### src/rtl/crbl_pkg.sv
// Shared types and constants for the condition register bit logic unit.
// Assumes a 32-bit instruction word with the fixed field positions below.
package crbl_pkg;

    // Boolean function selected by the extended opcode
    typedef enum logic [2:0] {
        OP_AND  = 3'd0,
        OP_OR   = 3'd1,
        OP_XOR  = 3'd2,
        OP_NAND = 3'd3,
        OP_NOR  = 3'd4,
        OP_EQV  = 3'd5,
        OP_ANDC = 3'd6,
        OP_ORC  = 3'd7
    } crbl_op_e;

    // Instruction word fields, most significant first
    typedef struct packed {
        logic [5:0] prim;
        logic [4:0] dst;
        logic [4:0] srca;
        logic [4:0] srcb;
        logic [9:0] xo;
        logic       spare;
    } crbl_insn_t;

    localparam logic [9:0] XO_AND  = 10'd257;
    localparam logic [9:0] XO_OR   = 10'd449;
    localparam logic [9:0] XO_XOR  = 10'd193;
    localparam logic [9:0] XO_NAND = 10'd225;
    localparam logic [9:0] XO_NOR  = 10'd33;
    localparam logic [9:0] XO_EQV  = 10'd289;
    localparam logic [9:0] XO_ANDC = 10'd129;
    localparam logic [9:0] XO_ORC  = 10'd417;

endpackage

### src/rtl/crbl_decode.sv
// Decoder: maps primary and extended opcode to a Boolean function.
// Assumes the field layout of crbl_pkg. Pure combinational logic.
module crbl_decode
    import crbl_pkg::*;
#(
    parameter int PRIMARY = 19
) (
    input  crbl_insn_t insn,
    output crbl_op_e   op,
    output logic       legal
);

    // Look up the extended opcode and reject a wrong primary opcode
    always_comb begin
        op    = OP_AND;
        legal = (insn.prim == 6'(PRIMARY));
        case (insn.xo)
            XO_AND:  op = OP_AND;
            XO_OR:   op = OP_OR;
            XO_XOR:  op = OP_XOR;
            XO_NAND: op = OP_NAND;
            XO_NOR:  op = OP_NOR;
            XO_EQV:  op = OP_EQV;
            XO_ANDC: op = OP_ANDC;
            XO_ORC:  op = OP_ORC;
            default: legal = 1'b0;
        endcase
    end

endmodule

### src/rtl/crbl_bitsel.sv
// Reads one bit of a vector by big-endian index (index 0 is the MSB).
// Assumes idx < W. An out-of-range index reads 0.
module crbl_bitsel #(
    parameter int W     = 32,
    parameter int IDX_W = $clog2(W)
) (
    input  logic [W-1:0]     vec,
    input  logic [IDX_W-1:0] idx,
    output logic             bit_o
);

    // Mux the selected bit with an unrolled compare per position
    always_comb begin
        bit_o = 1'b0;
        for (int k = 0; k < W; k++) begin
            if (idx == IDX_W'(W - 1 - k)) bit_o = vec[k];
        end
    end

endmodule

### src/rtl/crbl_func.sv
// Applies the selected two-input Boolean function to a pair of bits.
module crbl_func
    import crbl_pkg::*;
(
    input  crbl_op_e op,
    input  logic     a,
    input  logic     b,
    output logic     y
);

    // One case arm per function
    always_comb begin
        case (op)
            OP_AND:  y = a & b;
            OP_OR:   y = a | b;
            OP_XOR:  y = a ^ b;
            OP_NAND: y = ~(a & b);
            OP_NOR:  y = ~(a | b);
            OP_EQV:  y = ~(a ^ b);
            OP_ANDC: y = a & ~b;
            default: y = a | ~b;
        endcase
    end

endmodule

### src/rtl/crbl_merge.sv
// Builds the next register value by replacing one big-endian indexed bit.
// When wr_en is low, the current value passes through unchanged.
module crbl_merge #(
    parameter int W     = 32,
    parameter int IDX_W = $clog2(W)
) (
    input  logic [W-1:0]     cur,
    input  logic             wr_en,
    input  logic [IDX_W-1:0] idx,
    input  logic             val,
    output logic [W-1:0]     nxt
);

    // Per-bit replace mux
    for (genvar g = 0; g < W; g++) begin : g_bit
        assign nxt[g] = (wr_en && (idx == IDX_W'(W - 1 - g))) ? val : cur[g];
    end

endmodule

### src/rtl/crbit_logic_unit.sv
// Condition register bit logic unit: holds the register and executes
// single-bit logical operations. A load has priority over an instruction.
// Assumes a synchronous active-low reset.
module crbit_logic_unit
    import crbl_pkg::*;
#(
    parameter int CR_W    = 32,
    parameter int PRIMARY = 19
) (
    input  logic            clk,
    input  logic            rst_n,
    input  logic            insn_valid,
    input  logic [31:0]     insn_word,
    input  logic            load_en,
    input  logic [CR_W-1:0] load_value,
    output logic [CR_W-1:0] cr_value,
    output logic            done,
    output logic            illegal
);

    localparam int IDX_W = $clog2(CR_W);

    crbl_insn_t      insn;
    crbl_op_e        op;
    logic            legal;
    logic            bit_a;
    logic            bit_b;
    logic            result;
    logic            exec_ok;
    logic [CR_W-1:0] cr_q;
    logic [CR_W-1:0] cr_next;

    assign insn = crbl_insn_t'(insn_word);

    crbl_decode #(.PRIMARY(PRIMARY)) u_dec (
        .insn (insn),
        .op   (op),
        .legal(legal)
    );

    crbl_bitsel #(.W(CR_W), .IDX_W(IDX_W)) u_sel_a (
        .vec  (cr_q),
        .idx  (insn.srca[IDX_W-1:0]),
        .bit_o(bit_a)
    );

    crbl_bitsel #(.W(CR_W), .IDX_W(IDX_W)) u_sel_b (
        .vec  (cr_q),
        .idx  (insn.srcb[IDX_W-1:0]),
        .bit_o(bit_b)
    );

    crbl_func u_fn (
        .op(op),
        .a (bit_a),
        .b (bit_b),
        .y (result)
    );

    // A legal instruction only executes when no load competes
    assign exec_ok = insn_valid && legal && !load_en;

    crbl_merge #(.W(CR_W), .IDX_W(IDX_W)) u_merge (
        .cur  (cr_q),
        .wr_en(exec_ok),
        .idx  (insn.dst[IDX_W-1:0]),
        .val  (result),
        .nxt  (cr_next)
    );

    // Register update: reset, then load, then instruction result
    always_ff @(posedge clk) begin
        if (!rst_n) begin
            cr_q <= '0;
        end else if (load_en) begin
            cr_q <= load_value;
        end else begin
            cr_q <= cr_next;
        end
    end

    // Completion and rejection pulses
    always_ff @(posedge clk) begin
        if (!rst_n) begin
            done    <= 1'b0;
            illegal <= 1'b0;
        end else begin
            done    <= exec_ok;
            illegal <= insn_valid && !legal && !load_en;
        end
    end

    assign cr_value = cr_q;

endmodule

### config.mk
export PLATFORM = sky130hd
export DESIGN_NAME = crbit_logic_unit
export DESIGN_NICKNAME = d
export VERILOG_FILES = /design/src/rtl/crbl_pkg.sv /design/src/rtl/crbl_decode.sv /design/src/rtl/crbl_bitsel.sv /design/src/rtl/crbl_func.sv /design/src/rtl/crbl_merge.sv /design/src/rtl/crbit_logic_unit.sv
export SDC_FILE = /design/constraint.sdc
export NUM_CORES = 1
export LEC_CHECK = 0
export ABC_AREA = 1
export BUFFER_PORTS_ARGS = -buffer_cell sky130_fd_sc_hd__buf_4
export CAP_MARGIN = 20
export CORE_UTILIZATION = 46
export CTS_CLUSTER_SIZE = 40
export DETAILED_ROUTE_END_ITERATION = 6
export GPL_TIMING_DRIVEN = 0
export HOLD_SLACK_MARGIN = 0.06
export PLACE_DENSITY_LB_ADDON = 0.12
export SETUP_SLACK_MARGIN = 0.02
export SYNTH_ARGS = -nofsm -noshare
export SYNTH_HDL_FRONTEND = slang
export SYNTH_SLANG_ARGS = --single-unit
### constraint.sdc
create_clock -name clk -period 3.02 [get_ports clk]
set_clock_uncertainty 0.2 [all_clocks]
set_input_delay 0.151 -clock clk [delete_from_list [all_inputs] [get_ports clk]]
set_output_delay 0.151 -clock clk [all_outputs]
set_load 0.01 [all_outputs]
==> metrics.md <==
| Metric | Value |
|---|---|
| Dpl hpwl | `between 8 and 9 mm` |
| Diode count | `0` |
| Maximum clock path buffer count | `2` |
| Dpl cells | `685` |
| WL final | `between 10 and 15 mm` |
| Worst-skew pair later-pin latency | `roughly 0.29 ns` |
| Die Ht | `82.31 um` |
| Fmax | `roughly 270 MHz` |
| Site Rows | `28` |
| # IOs | `102` |
| Critical Path End Type | `register` |
| Critical Path Source Type | `register` |
| Slew Limit Fails | `0` |
| Worst hold start | `load_en` |
| Largest net degree at the start of global routing | `11` |
| Hold Crit Depth | `3` |
| Leak Pwr | `between 1.5 and 2 nW` |
| Number of DRC markers in iteration 0 | `429` |
| Post-synthesis net count | `583` |
| Share of layout cells above drive strength 1 | `25.00%` |
| Yosys cell types | `31` |
| Drt wl/cell | `~16 um` |
| Root Buffer | `clkbuf_8` |
| Ys Warns | `0` |
| Register area share after synthesis | `22.94%` |
| # Max-Cap Violations | `0` |
| Grt ovf | `0` |
| First-pass GRT wire length | `17.86 mm` |
| Synth Cell Area | `2967 um^2` |
| Tcrit/Tclk final | `121.6%` |
| Number of H-tree levels | `2` |
| Setup TNS | `-19.54 ns` |
| Vias in the first global route | `slightly below 4000` |
| CTS Sinks | `34` |
| Post-route ant nets | `0` |
| Fin nets | `731` |
| Crit Path Category | `register to register` |
| Worst-Margin Slew | `0.6317 ns` |
| Core Box Area | `6061 um^2` |
| Area Overhead vs Synth | `50.86%` |
| CP max FO | `10` |
| Status | `finished, violations left` |
| Hold Vio Cnt, Final | `0` |
| Slowest CP cell | `dfxtp_4` |
| CTS buffer count | `5` |
| Initial antenna violation count | `0` |
| Via/cell ratio | `5.943` |
| RSZ-0062 raised after global routing | `true` |
| Worst min path class | `input pin to register` |
| Worst setup startpoint | `cr_value[3]$_SDFFE_PN0P_` |
| Violated checks | `setup timing` |
| Fin worst setup slack | `-0.6516 ns` |
| Required @ worst endpoint | `3.03 ns` |
| IO buf count | `99` |
| Fin Hold WS | `0.08615 ns` |
| P per Cell Area | `roughly 290 nW/um^2` |
| Die ar. | `6774 um^2` |
| Die Width | `82.31 um` |
| Max VDD drop | `approximately 0.27 mV` |
| Final non-filler cell total | `between 700 and 800` |
| Pre-CTS WS | `-0.7897 ns` |
| Post-synthesis register bit count | `34` |
| Worst r2r src | `cr_value[3]$_SDFFE_PN0P_` |
| Final Setup Violations | `32` |
| R2R depth | `28` |
| Minimum clock period | `3.672 ns` |
| CTS tree | `built` |
| Clk pin slew, worst setup/hold paths | `approximately 0.070 ns` |
| Design area | `4476 um^2` |
| CP peak stage delay | `0.37 ns` |
| Drt first pass iters | `6` |
| Total number of vias | `4368` |
| Tot GR Track Use | `between 30% and 40%` |
| Initial Utilization | `48.95%` |
| Mean Syn Cell Area | `approximately 5.8 um^2` |
| Final estimated routing congestion in global placement | `0.9610` |
| Residual DRC | `0` |
| Cells after Synth | `around 510` |
| Crit path DAT | `3.68 ns` |
| Cell Area, Placed | `3850 um^2` |
| Slew HR | `57.73%` |
-- cells in the mapped netlist (all sizes together) --
cell	number	area (um^2)
a2111oi	1	8.760
a21oi	3	15.01
a221oi	1	8.760
a31o	1	8.760
a31oi	34	212.7
buf	11	57.55
clkbuf	13	58.80
dfxtp	34	680.7
ha	4	50.05
inv	62	232.7
nand2	131	494.2
nand3	93	465.5
nand4	35	219.0
nor2	56	232.7
nor3	6	40.04
nor4	4	40.04
o2111ai	4	35.03
o21ai	7	35.03
o21bai	2	15.01
o22ai	2	12.51
or2	5	31.28
or3	2	12.51
-- state kept, by name (all words and copies together), names as in the netlist --
signal    cells
done          1
cr_value     32
illegal       1
-- report_power, final --
group	internal (mW)	switching (mW)	leakage, nW
Clock	0.184	0.177	0.0482
Combinational	0.199	0.219	1.62
Sequential	0.472	0.0386	0.283
-- cells in the final DEF (no fill, tap or decap), types with 2 or more instances in the layout --
master | netlist | layout
buf_4 | 0 | 103
clkbuf_1 | 12 | 10
nor4_1 | 3 | 3
inv_1 | 60 | 59
nand3_1 | 93 | 88
nand2_2 | 1 | 7
nor3_2 | 2 | 2
dfxtp_2 | 0 | 2
ha_1 | 4 | 2
inv_2 | 2 | 2
a31oi_1 | 34 | 34
nor2_2 | 0 | 3
ha_4 | 0 | 2
buf_8 | 0 | 3
a21oi_1 | 3 | 2
buf_6 | 1 | 2
o2111ai_1 | 4 | 3
o21ai_0 | 6 | 5
o22ai_1 | 2 | 2
nand4_1 | 35 | 35
buf_1 | 3 | 3
nor3_1 | 4 | 4
nand2_1 | 130 | 124
dfxtp_4 | 0 | 3
o21bai_1 | 2 | 2
dfxtp_1 | 34 | 29
dlygate4sd3_1 | 0 | 37
or2_2 | 5 | 5
nand3_2 | 0 | 5
nor2_4 | 3 | 4
or3_1 | 2 | 2
clkbuf_8 | 1 | 7
nor2_1 | 53 | 49
buf_2 | 7 | 7
-- layer usage --
metal	GRT usage, %	share of wire (%)	up-vias
met3	6.044	12	38
met5	0	0	-
met1	41.61	38	1969
li1	-	-	2045
met4	15.79	3.1	0
met2	59.34	47	316
-- critical path: cells and delay by family (launching register included) --
family	cells	cell delay, ns
AOI/OAI and AO/OA	3	0.50
buffers and inverters	3	0.33
DFF	1	0.37
adders and majority gates	1	0.24
and+or+nand+nor	21	1.94
-- final cells by class --
| class | instances | area (um^2) |
|---|---|---|
| multi-input cells | 391 | 2056 |
| fillers | 513 | 1585 |
| repair buffers | 141 | 1155 |
| flip-flops and latches | 34 | 694.4 |
| inverters | 62 | 235.2 |
| plain buffers | 24 | 150.1 |
| well taps | 75 | 93.84 |
| clock buffers | 7 | 86.33 |
| clock inverters | 1 | 5.005 |
-- kinds of logic after synthesis --
group	count (synthesis)	share of synthesized area (%)
adders and majority gates	4	1.687
DFF	34	22.94
AOI/OAI and AO/OA	55	11.85
and+or+nand+nor	332	51.75
buffers and inverters	86	11.77
-- worst paths after layout --
check | endpoint | slack [ns]
min reg2reg | cr_value[2]$_SDFFE_PN0P_ | 0.35
min | cr_value[30]$_SDFFE_PN0P_ | 0.09
max reg2reg | cr_value[29]$_SDFFE_PN0P_ | -0.65
max | cr_value[29]$_SDFFE_PN0P_ | -0.65
-- per-stage QoR --
step | power, mW | util [%]
2_1_floorplan | 0.6792 | -
3_3_place_gp | 0.8451 | 63.52
3_5_place_dp | 0.8518 | 63.52
4_1_cts | 1.234 | 72.15
5_1_grt | 1.327 | 73.84
6_report | 1.289 | 73.84
-- what timing repair did --
item,CTS,global route
hold endpoints to repair,34,0
gates cloned,1,0
hold buffers,37,0
buffers inserted,4,0
pin swaps,1,10
gates resized for setup,10,25
endpoints found under the setup margin,32,32
Power figures use the tool's default switching activity.
